[src/rtl/rng_pkg.sv]
package rng_pkg;
  localparam int OFS_CR   = 'h00;
  localparam int OFS_SR   = 'h04;
  localparam int OFS_DR   = 'h08;
  localparam int OFS_NSCR = 'h0C;
  localparam int OFS_HTCR = 'h10;

  localparam int BIT_EN      = 2;
  localparam int BIT_CEDDIS  = 5;
  localparam int CFG_LSB     = 4;
  localparam int CFG_MSB     = 29;
  localparam int BIT_CONDRST = 30;
  localparam int BIT_LOCK    = 31;
  localparam int BIT_CEIS    = 5;
  localparam int BIT_SEIS    = 6;

  localparam logic [CFG_MSB-CFG_LSB:0] CFG_RESET = 26'h00F00D0;
  localparam logic [31:0] HTCR_RESET = 32'h0000_969D;
  localparam logic [31:0] NSCR_RESET = 32'h0002_B5BB;

  typedef enum logic [1:0] {CR_IDLE, CR_HELD, CR_DRAIN} cond_phase_e;

  typedef struct packed {
    logic genRun;
    logic dataPop;
    logic lateZero;
    logic flush;
  } dp_strobe_t;
endpackage

[src/rtl/rng_datapath.sv]
module rng_datapath
  import rng_pkg::*;
#(
  parameter int GEN_CYCLES = 8,
  parameter logic [31:0] LFSR_SEED = 32'hACE1_2468,
  parameter logic [31:0] LFSR_TAPS = 32'h8020_0003
) (
  input  logic       clk,
  input  logic       rstN,
  input  dp_strobe_t strobe,
  output logic       dpReady,
  output logic [31:0] dpWord
);
  localparam int GEN_CW = $clog2(GEN_CYCLES + 1);

  logic [31:0] lfsr;
  logic [GEN_CW-1:0] genCnt;

  always_ff @(posedge clk or negedge rstN) begin
    if (!rstN) begin
      lfsr <= LFSR_SEED;
    end else begin
      lfsr <= (lfsr >> 1) ^ (lfsr[0] ? LFSR_TAPS : 32'h0);
    end
  end

  always_ff @(posedge clk or negedge rstN) begin
    if (!rstN) begin
      dpReady <= 1'b0;
      dpWord  <= '0;
      genCnt  <= '0;
    end else if (strobe.flush) begin
      dpReady <= 1'b0;
      dpWord  <= '0;
      genCnt  <= '0;
    end else begin
      if (strobe.lateZero) dpWord <= '0;
      if (strobe.dataPop && dpReady) begin
        dpReady <= 1'b0;
        genCnt  <= '0;
      end else if (!dpReady && strobe.genRun) begin
        if (genCnt == GEN_CW'(GEN_CYCLES - 1)) begin
          dpReady <= 1'b1;
          dpWord  <= lfsr;
          genCnt  <= '0;
        end else begin
          genCnt <= genCnt + GEN_CW'(1);
        end
      end
    end
  end
endmodule

[src/rtl/rng_ctrl.sv]
module rng_ctrl
  import rng_pkg::*;
#(
  parameter int ADDR_W      = 5,
  parameter int NSCR_W      = 18,
  parameter int COND_CYCLES = 6,
  parameter int AUTO_CYCLES = 10
) (
  input  logic              clk,
  input  logic              rstN,
  input  logic              busWrite,
  input  logic              busRead,
  input  logic [ADDR_W-1:0] busAddr,
  input  logic [31:0]       wrData,
  input  logic              seedFault,
  input  logic              seedFaultAuto,
  input  logic              clkFault,
  input  logic              dpReady,
  input  logic [31:0]       dpWord,
  output dp_strobe_t        strobe,
  output logic [31:0]       rdData,
  output logic [31:0]       crView,
  output logic [31:0]       srView
);
  localparam int COND_CW = $clog2(COND_CYCLES + 1);
  localparam int AUTO_CW = $clog2(AUTO_CYCLES + 1);
  localparam int CFG_W   = CFG_MSB - CFG_LSB + 1;

  cond_phase_e       phase;
  logic [COND_CW-1:0] condCnt;
  logic [AUTO_CW-1:0] autoCnt;
  logic [CFG_W-1:0]  cfgReg;
  logic [NSCR_W-1:0] nscrReg;
  logic [31:0]       htcrReg;
  logic enOn, lockOn, secs, seis, cecs, ceis, autoActive;

  logic hitCr, hitSr, hitDr, hitNs, hitHt;
  logic wrCr, wrSr, wrCondRaise, cedOn, condDone, autoDone, faultTake;

  assign hitCr = busAddr == ADDR_W'(OFS_CR);
  assign hitSr = busAddr == ADDR_W'(OFS_SR);
  assign hitDr = busAddr == ADDR_W'(OFS_DR);
  assign hitNs = busAddr == ADDR_W'(OFS_NSCR);
  assign hitHt = busAddr == ADDR_W'(OFS_HTCR);
  assign wrCr  = busWrite && hitCr;
  assign wrSr  = busWrite && hitSr;
  assign wrCondRaise = wrCr && wrData[BIT_CONDRST];
  assign cedOn = !cfgReg[BIT_CEDDIS-CFG_LSB];
  assign condDone = (phase == CR_DRAIN) && (condCnt == COND_CW'(COND_CYCLES - 1)) && !wrCondRaise;
  assign autoDone = autoActive && (autoCnt == AUTO_CW'(AUTO_CYCLES - 1));
  assign faultTake = seedFault && !secs;

  always_ff @(posedge clk or negedge rstN) begin
    if (!rstN) begin
      phase   <= CR_IDLE;
      condCnt <= '0;
      cfgReg  <= CFG_RESET;
      enOn    <= 1'b0;
      lockOn  <= 1'b0;
      nscrReg <= NSCR_RESET[NSCR_W-1:0];
      htcrReg <= HTCR_RESET;
    end else begin
      if (wrCr) begin
        lockOn <= lockOn | wrData[BIT_LOCK];
        enOn   <= wrData[BIT_EN];
      end
      if (wrCondRaise) begin
        if (!lockOn) cfgReg <= wrData[CFG_MSB:CFG_LSB];
        phase <= CR_HELD;
      end else if (wrCr && phase == CR_HELD) begin
        phase   <= CR_DRAIN;
        condCnt <= '0;
      end else if (phase == CR_DRAIN) begin
        if (condDone) phase <= CR_IDLE;
        else condCnt <= condCnt + COND_CW'(1);
      end
      if (busWrite && hitNs && !lockOn) nscrReg <= wrData[NSCR_W-1:0];
      if (busWrite && hitHt && !lockOn) htcrReg <= wrData;
    end
  end

  always_ff @(posedge clk or negedge rstN) begin
    if (!rstN) begin
      secs       <= 1'b0;
      seis       <= 1'b0;
      autoActive <= 1'b0;
      autoCnt    <= '0;
      cecs       <= 1'b0;
      ceis       <= 1'b0;
    end else begin
      if (condDone || autoDone) begin
        secs       <= 1'b0;
        autoActive <= 1'b0;
      end else if (autoActive) begin
        autoCnt <= autoCnt + AUTO_CW'(1);
      end
      if (wrSr && !wrData[BIT_SEIS]) seis <= 1'b0;
      if (faultTake) begin
        secs       <= 1'b1;
        seis       <= 1'b1;
        autoActive <= seedFaultAuto;
        autoCnt    <= '0;
      end
      cecs <= clkFault && cedOn;
      if (wrSr && !wrData[BIT_CEIS]) ceis <= 1'b0;
      if (clkFault && cedOn) ceis <= 1'b1;
    end
  end

  assign strobe.genRun   = enOn && (phase == CR_IDLE) && !secs;
  assign strobe.dataPop  = busRead && hitDr;
  assign strobe.lateZero = faultTake && dpReady;
  assign strobe.flush    = phase != CR_IDLE;

  assign crView = {lockOn, phase != CR_IDLE, cfgReg, 1'b0, enOn, 2'b00};
  assign srView = {25'b0, seis, ceis, 2'b00, secs, cecs, dpReady};

  always_comb begin
    rdData = '0;
    if (hitCr) rdData = crView;
    else if (hitSr) rdData = srView;
    else if (hitDr) rdData = dpReady ? dpWord : 32'h0;
    else if (hitNs) rdData = {{(32-NSCR_W){1'b0}}, nscrReg};
    else if (hitHt) rdData = htcrReg;
  end
endmodule

[src/rtl/rng_periph.sv]
module rng_periph
  import rng_pkg::*;
#(
  parameter int ADDR_W      = 5,
  parameter int NSCR_W      = 18,
  parameter int GEN_CYCLES  = 8,
  parameter int COND_CYCLES = 6,
  parameter int AUTO_CYCLES = 10
) (
  input  logic              clk,
  input  logic              rstN,
  input  logic              busWrite,
  input  logic              busRead,
  input  logic [ADDR_W-1:0] busAddr,
  input  logic [31:0]       wrData,
  output logic [31:0]       rdData,
  input  logic              seedFault,
  input  logic              seedFaultAuto,
  input  logic              clkFault
);
  dp_strobe_t  strobe;
  logic        dpReady;
  logic [31:0] dpWord;
  logic [31:0] crView;
  logic [31:0] srView;

  rng_ctrl #(
    .ADDR_W(ADDR_W), .NSCR_W(NSCR_W),
    .COND_CYCLES(COND_CYCLES), .AUTO_CYCLES(AUTO_CYCLES)
  ) u_ctrl (
    .clk(clk), .rstN(rstN), .busWrite(busWrite), .busRead(busRead),
    .busAddr(busAddr), .wrData(wrData), .seedFault(seedFault),
    .seedFaultAuto(seedFaultAuto), .clkFault(clkFault),
    .dpReady(dpReady), .dpWord(dpWord), .strobe(strobe),
    .rdData(rdData), .crView(crView), .srView(srView)
  );

  rng_datapath #(.GEN_CYCLES(GEN_CYCLES)) u_dp (
    .clk(clk), .rstN(rstN), .strobe(strobe),
    .dpReady(dpReady), .dpWord(dpWord)
  );
endmodule

[config.mk]
export PLATFORM = sky130hd
export DESIGN_NAME = rng_periph
export DESIGN_NICKNAME = d
export VERILOG_FILES = /design/src/rtl/rng_pkg.sv /design/src/rtl/rng_datapath.sv /design/src/rtl/rng_ctrl.sv /design/src/rtl/rng_periph.sv
export SDC_FILE = /design/constraint.sdc
export NUM_CORES = 1
export LEC_CHECK = 0
export BUFFER_PORTS_ARGS = -buffer_cell sky130_fd_sc_hd__buf_2
export CORE_MARGIN = 2
export CORE_UTILIZATION = 23
export DETAILED_ROUTE_END_ITERATION = 8
export HOLD_SLACK_MARGIN = 0.06
export SYNTH_ARGS = -nofsm -noshare
export SYNTH_HDL_FRONTEND = slang
export SYNTH_HIERARCHICAL = 1
export SYNTH_SLANG_ARGS = --single-unit
[constraint.sdc]
create_clock -name clk -period 3.9 [get_ports clk]
set_input_delay 0.39 -clock clk [delete_from_list [all_inputs] [get_ports clk]]
set_output_delay 0.39 -clock clk [all_outputs]
set_load 0.02 [all_outputs]
== Word-level counts from Yosys, hierarchy flattened ==
Cells that the tools add are included.
W data, S select, Z words.
Word-level totals
  output and inout port bits: 32
  logic and storage cells: 118
  flip-flop bits (word level): 161
  bits of input ports: 44
Cells by class
  bitwise operators: 4
  reductions and logical operators: 46
  muxes and demuxes: 37
  eq/ne operators: 11
  add/subtract/negate cells: 3
Operators by type and width (number)
  $mux W32: 12
  $xor A31 B32 Y32: 1
  $mux W4: 7
  $logic_and A1 B1 Y1: 21
  $reduce_bool A2 Y1: 6
  $reduce_bool A3 Y1: 4
  $mux W1: 11
  $eq A5 B4 Y1 const B: 2
  $mux W3: 3
  $add A4 B1 Y4 const B: 2
  $mux W2: 4
  $reduce_and A2 Y1: 4
  $logic_not A1 Y1: 7
  $eq A5 B3 Y1 const B: 1
  $eq A5 B5 Y1 const B: 1
  $logic_not A5 Y1: 1
  $eq A4 B3 Y1 const B: 1
  $eq A4 B4 Y1 const B: 1
  $add A3 B1 Y3 const B: 1
  $eq A3 B3 Y1 const B: 1
  $reduce_and A3 Y1: 1
  $eq A2 B1 Y1 const B: 1
  $eq A2 B2 Y1 const B: 1
  $logic_not A2 Y1: 1
  5 further kinds: 6

== Longest topological paths before layout ==
  depth after elaboration: 9
  depth in mapped cells: 7
  gate-level depth less buffers: 6

== By module ==
The synthesis kept the hierarchy.
Modules (own cells, without submodules)
  rng_ctrl: instances 1, sequential area each 2337.2 um^2, cells an instance 421, area an instance 4976.0 um^2
  rng_datapath: instances 1, sequential area each 1742.9 um^2, cells an instance 244, area an instance 2703.8 um^2

== Worst setup path before layout ==
OpenSTA, ideal clock, no wires.
  path type: in2out
  from: input port busAddr[3]
  to: output port rdData[10]
  buffers on the path: 2
  path slack: 1.650 ns
  data required time: 3.510 ns
  data arrival time: 1.860 ns
  stages on the path: 5
  cell sequence: buf_2 -> nor3b_4 -> clkbuf_1 -> a22oi_1 -> o31ai_1
Between the ends
  cells in the longest elaborated chain, start to end: 6
  elaborated cells on any way between the ends: 10
  classes of those cells: eq/ne (4); mux (5); reduce/logical (1)
RTL lines
  from (decl): line rng_periph.sv:14  | input logic [ADDR_W-1:0] busAddr,
  $eq A5 B5 Y1: line rng_ctrl.sv:44  | assign hitHt = busAddr == ADDR_W'(OFS_HTCR);
  $mux W32: line rng_ctrl.sv:124  | else if (hitHt) rdData = htcrReg;
  $mux W32: line rng_ctrl.sv:123  | else if (hitNs) rdData = {{(32-NSCR_W){1'b0}}, nscrReg};
  $mux W32: line rng_ctrl.sv:122  | else if (hitDr) rdData = dpReady ? dpWord : 32'h0;
  $mux W32: line rng_ctrl.sv:121  | else if (hitSr) rdData = srView;
  $mux W32 *: line rng_ctrl.sv:120  | if (hitCr) rdData = crView;
  to (decl): line rng_periph.sv:16  | output logic [31:0] rdData,
Every way passes the cells marked *; elsewhere a longest branch is shown, timed or not.

== Worst setup path after layout ==
  from: input port busAddr[2]
  to: output port rdData[12]
Same word-level chain as after synthesis.

==> flow_summary.ini <==
[run_status]
status = complete, no violations

[power_and_ir_drop]
pwr-share-seq_pct = 47.8
combPwrFrac_pct = 12.2
switching_share_pct = 26.4
internal_power_w = 0.00312
net-switching-power_w = 0.00112
powerDensity_nw_per_um2 = 481
pwr-share-clk_pct = 40.0
leakage_nw = 4.05
peakVddDrop_uv = 299

[clock_network]
clk_latency_ns = 0.42
clockRootBuffer = clkbuf_16
cts.sinks = 161
clock_path_buffers = 2
numCtsBuffers = 17
cts_setup_buffers = 0
htreeDepth = 4
cts_resized = 0
clk_pin_slew_ns = 0.07
hold_buffers = 0
cts_tree = built

[layout]
drive_gt1_share_pct = 35.9
area_growth_pct = 19.1
fin_util_pct = 27.9
antenna-diode-count = 0
layout.nets = 743

[global_routing]
grt_pass1_vias = 5269
antenna_found_initial = 0
grt_usage_pct = 12.0
grt_max_degree = 95
grt_pass1_wl_um = 31000
grt_overflow = 0

[hold_path]
hold_path_class = in2async

[critical_path]
reg2reg_to = u_dp/dpWord[29]
r2r_slack_ns = 1.20
worstRegToRegCells = 5
end_kind = output port
crit_fanout = 15
cp-start-kind = primary input
r2r-start = u_ctrl/phase[0]
worst_ep_arrival_time_ns = 2.57
worst_ep_required_time_ns = 3.51
crit_type = in2out

[timing]
period_share_pct = 75.9
finalMaxSlewViolations = 0
hold_violations = 0
skew_ns = 0.00910
fin_crit_ns = 2.96
rsz0062_at_grt = false
setup_violations = 0
hold_ws_ns = 0.0624
fin_setup_tns_ns = 0
slew-limit-headroom_pct = 11.7
timing.fmax_ghz = 0.338
max_slew.worst_pin.slew_ns = 1.32

[placement]
place.gp.congestion = 0.744
dp_hpwl_um = 12700
port_buffers = 75

[yosys]
avgSynthCellArea_sq_um = 11.8
yosysWarnings = 6
synth_area_sq_um = 7400
synth_nets = 676
postSynthCellCount = 627

[routing]
via_per_inst = 4.72
ant_nets = 0
drt_iter0_drc = 302
wl_per_cell_um = 17.3
drc_errors = 0
vias = 5232
drtPass1Iterations = 5
wl_um = 19200

[floorplanning]
die_w_um = 183
die-area_sq_um = 33600
ios = 76
start_util_pct = 23.4
rows = 65
core-area_sq_um = 31600
die_y_um = 183

[job]
drv_cap = 0
[final cells by class]
cell class                 instances  area [sq um]
clock buffer                      19           443
clock inverter                    13           153
fill                            3248         22800
inverter                           5          18.8
multi-input combinational        418          3100
sequential                       161          4080
tap                              402           503
timing repair buffer              91           514
[critical path, cell delays in order]
cell	delay [ns]
buf_2	0.23
or4_1	0.61
nor2_2	0.71
buf_4	0.29
nand2_1	0.06
o31ai_1	0.06
buf_2	0.20
[registers in the layout, summed over array words and instances, names as in the netlist, 2 cells and up]
signal          flops
u_ctrl/autoCnt      4
u_ctrl/cfgReg      26
u_ctrl/condCnt      3
u_ctrl/htcrReg     32
u_ctrl/nscrReg     18
u_ctrl/phase        2
u_dp/dpWord        32
u_dp/genCnt         4
u_dp/lfsr          32
[placed cells by master, fill, tap and decap left out, types with 13 or more instances in the layout]
master and count:
o21ai_0 43, mux2_2 56, a21o_1 13, nand2_1 20, nor2_1 15, buf_2 74, a22oi_1 17, mux2_4 20
nand3_1 38, nor2b_1 40, clkbuf_16 17, a21oi_1 46, dfrtp_1 120, dfstp_2 41, buf_4 15
[per-layer routing]
layer  global-route usage, %  vias to the layer above  part of all wire (%)  wire [um]
met2                    18.5                      125                    47       9030
met3                    3.12                       12                   4.9        937
met4                    3.17                        0                   1.1        212
met5                       0                        -                     0          0
li1                        -                     2414                     -          -
met1                    16.6                     2681                    47       9050
[power groups by stage]
stage	logic, W	registers, W	clock network (W)
after floorplan	0.000367	0.00201	0
after global placement	0.000511	0.00204	0
after detailed placement	0.000525	0.00205	0
after CTS	0.000525	0.00202	0.00174
after global routing	0.000588	0.00205	0.00183
final	0.000518	0.00202	0.00169
[stage by stage]
stage                     cells  power [W]  area, sq um  setup slack [ns]
final                      1109    0.00424         8810             0.942
after global routing       1109    0.00447         8810             0.757
after CTS                  1109    0.00429         8810             0.921
after detailed placement   1077    0.00257         8220             0.930
after global placement     1077    0.00255         8220             0.907
after floorplan             627    0.00238         7400              1.65
[worst max path at each step]
stage,startpoint,endpoint,slack [ns],cells after the start
after floorplan,busAddr[3],rdData[10],1.65,5
after global placement,busAddr[2],rdData[8],0.91,6
after detailed placement,busAddr[2],rdData[12],0.93,7
after CTS,busAddr[2],rdData[12],0.92,7
after global routing,busAddr[2],rdData[14],0.76,7
final,busAddr[2],rdData[12],0.94,7
No activity file was read; power rests on OpenSTA's default activity.
